<file path="src/rtl/dcp_pkg.sv">
package dcp_pkg;
  // Kind of target an address resolves to.
  typedef enum logic [1:0] {
    ACC_NONE   = 2'd0,
    ACC_ROUTE  = 2'd1,
    ACC_CHAN   = 2'd2,
    ACC_RSVD   = 2'd3
  } acc_kind_e;
endpackage

</file>
<file path="src/rtl/dcp_addr_decode.sv">
module dcp_addr_decode
  import dcp_pkg::*;
#(
  parameter int AW         = 8,
  parameter int NCH        = 4,
  parameter int ROUTE_ADDR = 7,
  localparam int CW        = (NCH > 1) ? $clog2(NCH) : 1
) (
  input  logic [AW-1:0] addr,
  output acc_kind_e     kind,
  output logic [CW-1:0] chan
);
  always_comb begin
    chan = addr[CW-1:0];
    if (addr == AW'(ROUTE_ADDR))
      kind = ACC_ROUTE;
    else if (addr < AW'(NCH))
      kind = ACC_CHAN;
    else
      kind = ACC_RSVD;
  end
endmodule

</file>
<file path="src/rtl/dcp_reg_store.sv">
module dcp_reg_store
  import dcp_pkg::*;
#(
  parameter int NCH  = 4,
  parameter int NROW = 4,
  parameter int DW   = 8,
  localparam int CW  = (NCH > 1) ? $clog2(NCH) : 1,
  localparam int RW  = (NROW > 1) ? $clog2(NROW) : 1
) (
  input  logic               clk,
  input  logic               rst_n,
  input  logic               fire,
  input  logic               is_write,
  input  acc_kind_e          kind,
  input  logic [CW-1:0]      chan,
  input  logic [DW-1:0]      wdata,
  output logic [DW-1:0]      rdata,
  output logic               data_wr,
  output logic [NCH*DW-1:0]  wiper_flat
);
  logic [DW-1:0] wiper_q [NCH];
  logic [DW-1:0] data_q  [NCH][NROW];
  logic [RW:0]   route_q;
  logic [RW-1:0] row_sel;
  logic [RW-1:0] new_row;

  assign row_sel = route_q[RW:1];
  assign new_row = wdata[RW:1];

  always_ff @(posedge clk or negedge rst_n) begin
    if (!rst_n) begin
      route_q <= '0;
      for (int i = 0; i < NCH; i++) begin
        wiper_q[i] <= '0;
        for (int r = 0; r < NROW; r++) data_q[i][r] <= '0;
      end
    end else if (fire) begin
      case (kind)
        ACC_ROUTE: if (is_write) begin
          route_q <= wdata[RW:0];
          if (wdata[0])
            for (int i = 0; i < NCH; i++) wiper_q[i] <= data_q[i][new_row];
        end
        ACC_CHAN: if (route_q[0]) begin
          if (is_write) begin
            data_q[chan][row_sel] <= wdata;
            wiper_q[chan]         <= wdata;
          end else begin
            wiper_q[chan] <= data_q[chan][row_sel];
          end
        end else if (is_write) begin
          wiper_q[chan] <= wdata;
        end
        default: ;
      endcase
    end
  end

  always_comb begin
    case (kind)
      ACC_ROUTE: rdata = {{(DW-RW-1){1'b0}}, route_q};
      ACC_CHAN:  rdata = route_q[0] ? data_q[chan][row_sel] : wiper_q[chan];
      default:   rdata = '0;
    endcase
  end

  assign data_wr = fire && is_write && (kind == ACC_CHAN) && route_q[0];

  for (genvar g = 0; g < NCH; g++) begin : g_flat
    assign wiper_flat[g*DW +: DW] = wiper_q[g];
  end
endmodule

</file>
<file path="src/rtl/dcp_busy_timer.sv">
module dcp_busy_timer #(
  parameter int BUSY_CYCLES = 5000,
  localparam int TW = $clog2(BUSY_CYCLES + 1)
) (
  input  logic clk,
  input  logic rst_n,
  input  logic mark,
  input  logic commit,
  output logic busy
);
  logic          pending_q;
  logic [TW-1:0] left_q;

  assign busy = (left_q != '0);

  always_ff @(posedge clk or negedge rst_n) begin
    if (!rst_n) begin
      pending_q <= 1'b0;
      left_q    <= '0;
    end else begin
      if (busy) begin
        left_q <= left_q - 1'b1;
      end else if (commit) begin
        if (pending_q || mark) left_q <= TW'(BUSY_CYCLES);
        pending_q <= 1'b0;
      end else if (mark) begin
        pending_q <= 1'b1;
      end
    end
  end
endmodule

</file>
<file path="src/rtl/dcp_reg_bank.sv">
module dcp_reg_bank
  import dcp_pkg::*;
#(
  parameter int NCH         = 4,
  parameter int NROW        = 4,
  parameter int DW          = 8,
  parameter int AW          = 8,
  parameter int ROUTE_ADDR  = 7,
  parameter int BUSY_CYCLES = 5000,
  localparam int CW         = (NCH > 1) ? $clog2(NCH) : 1
) (
  input  logic              clk,
  input  logic              rst_n,
  input  logic              req_valid,
  output logic              req_ready,
  input  logic              req_write,
  input  logic [AW-1:0]     req_addr,
  input  logic [DW-1:0]     req_wdata,
  output logic              rsp_valid,
  output logic [DW-1:0]     rsp_data,
  input  logic              commit,
  output logic              busy,
  output logic [NCH*DW-1:0] wiper_flat
);
  acc_kind_e     kind;
  logic [CW-1:0] chan;
  logic [DW-1:0] rdata;
  logic          data_wr;
  logic          fire;

  assign req_ready = !busy;
  assign fire      = req_valid && req_ready;

  dcp_addr_decode #(.AW(AW), .NCH(NCH), .ROUTE_ADDR(ROUTE_ADDR)) dec_i (
    .addr (req_addr),
    .kind (kind),
    .chan (chan)
  );

  dcp_reg_store #(.NCH(NCH), .NROW(NROW), .DW(DW)) store_i (
    .clk        (clk),
    .rst_n      (rst_n),
    .fire       (fire),
    .is_write   (req_write),
    .kind       (kind),
    .chan       (chan),
    .wdata      (req_wdata),
    .rdata      (rdata),
    .data_wr    (data_wr),
    .wiper_flat (wiper_flat)
  );

  dcp_busy_timer #(.BUSY_CYCLES(BUSY_CYCLES)) timer_i (
    .clk    (clk),
    .rst_n  (rst_n),
    .mark   (data_wr),
    .commit (commit),
    .busy   (busy)
  );

  always_ff @(posedge clk or negedge rst_n) begin
    if (!rst_n) begin
      rsp_valid <= 1'b0;
      rsp_data  <= '0;
    end else begin
      rsp_valid <= fire && !req_write;
      if (fire && !req_write) rsp_data <= rdata;
    end
  end
endmodule

</file>
<file path="config.mk">
export PLATFORM = sky130hd
export DESIGN_NAME = dcp_reg_bank
export DESIGN_NICKNAME = d
export VERILOG_FILES = /design/src/rtl/dcp_pkg.sv /design/src/rtl/dcp_addr_decode.sv /design/src/rtl/dcp_reg_store.sv /design/src/rtl/dcp_busy_timer.sv /design/src/rtl/dcp_reg_bank.sv
export SDC_FILE = /design/constraint.sdc
export NUM_CORES = 1
export LEC_CHECK = 0
export ABC_AREA = 1
export BUFFER_PORTS_ARGS = -buffer_cell sky130_fd_sc_hd__buf_2
export CORE_MARGIN = 2
export CORE_UTILIZATION = 54
export DETAILED_ROUTE_END_ITERATION = 16
export HOLD_SLACK_MARGIN = 0.05
export PLACE_DENSITY = 0.82
export RECOVER_POWER = 50
export REMOVE_ABC_BUFFERS = 1
export SKIP_CTS_REPAIR_TIMING = 1
export SYNTH_ARGS = -nofsm -noshare
export SYNTH_HDL_FRONTEND = slang
export SYNTH_SLANG_ARGS = --single-unit
</file>
<file path="constraint.sdc">
create_clock -name clk -period 2.6 [get_ports clk]
set_input_delay 0.39 -clock clk [delete_from_list [all_inputs] [get_ports clk]]
set_output_delay 0.39 -clock clk [all_outputs]
set_load 0.02 [all_outputs]
</file>
==> results.py <==
metrics = {
    "global_route": {
        "overflow": 0,
        "grt_pass1_vias": 11200,
        "antenna_found_initial": 0,
        "grt_max_degree": 107,
        "grt_use_total": 0.352,
        "grt_first_pass_wirelength_um": 60700,
    },
    "timing": {
        "max_clock_freq_mhz": 429,
        "finalHoldViolations": 0,
        "tns_ns": 0,
        "final-setup-viol-count": 0,
        "period_needed_ns": 2.33,
        "slew_headroom": -0.305,
        "maxSlewViolCount": 66,
        "skew_ns": 0.0132,
        "period_share": 0.896,
        "worst_pin_slew_ns": 1.96,
        "rsz0062_at_grt": "false",
    },
    "layout": {
        "nNetsFinal": 1817,
        "diodes": 0,
        "drive_above_1_share": 0.0913,
        "final_cell_area_sq_um": 12900,
        "synthToLayoutAreaGrowth_pct": 10.2,
        "fin_cells": 2082,
    },
    "yosys": {
        "synth_ff_type": "dfrtp_1",
        "async_reset_ff_frac": 1.00,
        "synthCells": 1769,
        "synth_top_area_frac": 0.397,
        "ys_ff_latch": 186,
        "synthTopCellsByArea": "dfrtp_1 40%, nand2_1 21%, o21ai_0 10%",
        "synth_common_cells": "658 x nand2_1, 235 x o21ai_0, 186 x dfrtp_1, 177 x inv_1, 124 x nor2_1",
        "synth_seq_area_share": 0.397,
        "yosysUniqueCellTypes": 41,
        "syn-cell-area_sq_um": 11700,
        "avgSynthCellArea_sq_um": 6.62,
        "synth_most_common_cell": "nand2_1",
        "synth_warnings": 0,
        "synth-edff-count": 0,
        "post-synth-top-area-cell": "dfrtp_1",
    },
    "place": {
        "placed_cells": 2049,
        "postPlaceCellArea_sq_um": 12300,
        "globalplace.congestion": 1.00,
        "port_buffers": 63,
        "hpwl_um": 28200,
    },
    "critical_path": {
        "path_cells": "inv_1 -> ha_1 -> inv_1 -> nor2_1 -> inv_1 -> nor2_2 -> nand3_4 -> nor2_2 -> nand2_2 -> inv_4 -> nand2_2 -> nor2_2 -> buf_4 -> nand2_1 -> o21ai_0",
        "cp.arrival_ns": 2.68,
        "crit_buf_inv": 5,
        "critPathMaxStageDelay_ns": 0.41,
        "critPathTopFamily": "simple AND/OR/NAND/NOR gates",
        "path_class": "flop to flop",
        "crit_required_ns": 2.96,
        "critical_path.max_fanout": 11,
        "cpMaxStageDelayCell": "dfrtp_1",
        "endpoint_kind": "flop",
        "start_kind": "flop",
    },
    "die": {
        "start_util": 0.554,
        "pin_count": 64,
        "die_height_um": 151,
        "chipWidth_um": 151,
        "core_area_sq_um": 21200,
        "row_count": 53,
        "fp.dieArea_sq_um": 22900,
    },
    "clocking": {
        "path_clk_slew_ns": 0.08,
        "cts-root-buf": "clkbuf_16",
        "numCtsBuffers": 17,
        "clk_path_buf_depth": 2,
        "cts_tree": "yes",
        "cts.sink_count": 186,
        "worstSkewPairLatency_ns": 0.45,
        "htreeDepth": 4,
    },
    "power_and_ir_drop": {
        "power_leakage_nw": 6.83,
        "p_total_w": 0.00631,
        "irDropWorstVdd_uv": 479,
        "power_density_nw_per_um2": 489,
    },
    "drt": {
        "dr.pass1.iters": 7,
        "drtAntennaViolNets": 0,
        "num_vias": 12100,
        "drt-total-wl_um": 39000,
        "drtIter0Drc": 1727,
        "via_per_inst": 5.81,
        "drc_errors": 0,
        "wl_per_cell_um": 18.7,
    },
    "run_status": {
        "status": "finished, violations left",
        "violations": "capacitance limit, slew limit",
    },
    "min_path": {
        "hold_class": "input port to flop",
    },
    "run": {
        "drv_cap": 1,
    },
}
[per-layer routing]
| metal | part of all wire | GRT usage |
|---|---|---|
| met4 | 0.047 | 0.151 |
| met2 | 0.45 | 0.552 |
| met3 | 0.098 | 0.0623 |
| met1 | 0.40 | 0.481 |
| met5 | 0 | 0 |
[registers in the layout, summed over array words and instances, names as in the netlist]
| signal | cells |
|---|---|
| store_i.data_q | 128 |
| rsp_data | 8 |
| store_i.route_q | 3 |
| store_i.wiper_flat | 32 |
| timer_i.pending_q | 1 |
| rsp_valid | 1 |
| timer_i.left_q | 13 |
[final cells by class]
| class | count | area [sq um] |
|---|---|---|
| clock buffer | 18 | 439 |
| clock inverter | 14 | 176 |
| fill | 1984 | 8240 |
| inverter | 193 | 727 |
| multi-input combinational | 1289 | 5870 |
| sequential | 186 | 4650 |
| tap | 275 | 344 |
| timing repair buffer | 107 | 701 |
[path summary, 6_finish.rpt]
path	start	end	slack (ns)	depth (start not counted)
worst max-delay path	timer_i.left_q[0]	store_i.data_q[127]	0.27	15
worst min-delay path	commit	timer_i.pending_q	0.18	2
worst max register to register	timer_i.left_q[0]	store_i.data_q[127]	0.27	15
worst min register to register	store_i.data_q[98]	store_i.data_q[98]	0.47	2
max in group asynchronous	rst_n	store_i.data_q[50]	0.35	3
min in group asynchronous	rst_n	timer_i.left_q[11]	1.03	2
[layout by cell type, fill, tap and decap left out, types with 2 or more instances in the layout]
cell type,netlist,routed
bufinv_16,0,2
nand2_2,3,3
a22oi_1,2,2
inv_8,0,2
inv_6,0,6
a21oi_2,6,6
buf_4,4,35
nand2_1,658,658
ha_1,2,2
inv_2,13,13
inv_1,177,177
o211ai_1,10,10
nor2_8,2,2
nor2_4,8,8
o31ai_1,5,5
nor2_1,124,122
clkinv_1,2,2
clkbuf_16,0,17
nor3_1,14,14
buf_12,0,7
nor2_2,12,14
clkbuf_1,71,31
buf_2,14,31
a21oi_1,112,112
xnor2_1,3,3
clkinv_4,0,2
a2bb2oi_1,2,2
o21a_1,15,15
a31oi_1,3,3
o21ai_1,18,18
nand2_4,3,3
xor2_1,4,4
dfrtp_1,186,186
nand4_4,4,4
nand3_1,23,23
o22ai_1,15,15
o21ai_0,235,235
[cell families after synthesis]
logic type                 synth area share
AOI/OAI and AO/OA                     0.193
and+or+nand+nor                       0.300
adders and majority gates           0.00214
buffers and inverters                 0.102
DFF                                   0.397
xor gates and xnor gates            0.00524
[metrics by stage]
stage	hold WS (ns)	util	setup slack, ns
after floorplan	0.0944	-	-0.651
after global placement	0.448	0.583	0.306
after detailed placement	0.457	0.583	0.318
after CTS	-0.00907	0.612	0.296
after global routing	0.188	0.610	0.0515
final	0.177	0.610	0.272
[report_power, final]
group	switching, W	total (W)	internal [W]
logic	0.000474	0.000636	0.000162
clock network	0.00128	0.00277	0.00149
registers	0.00000690	0.00291	0.00290
No activity file was read; power rests on OpenSTA's default activity.
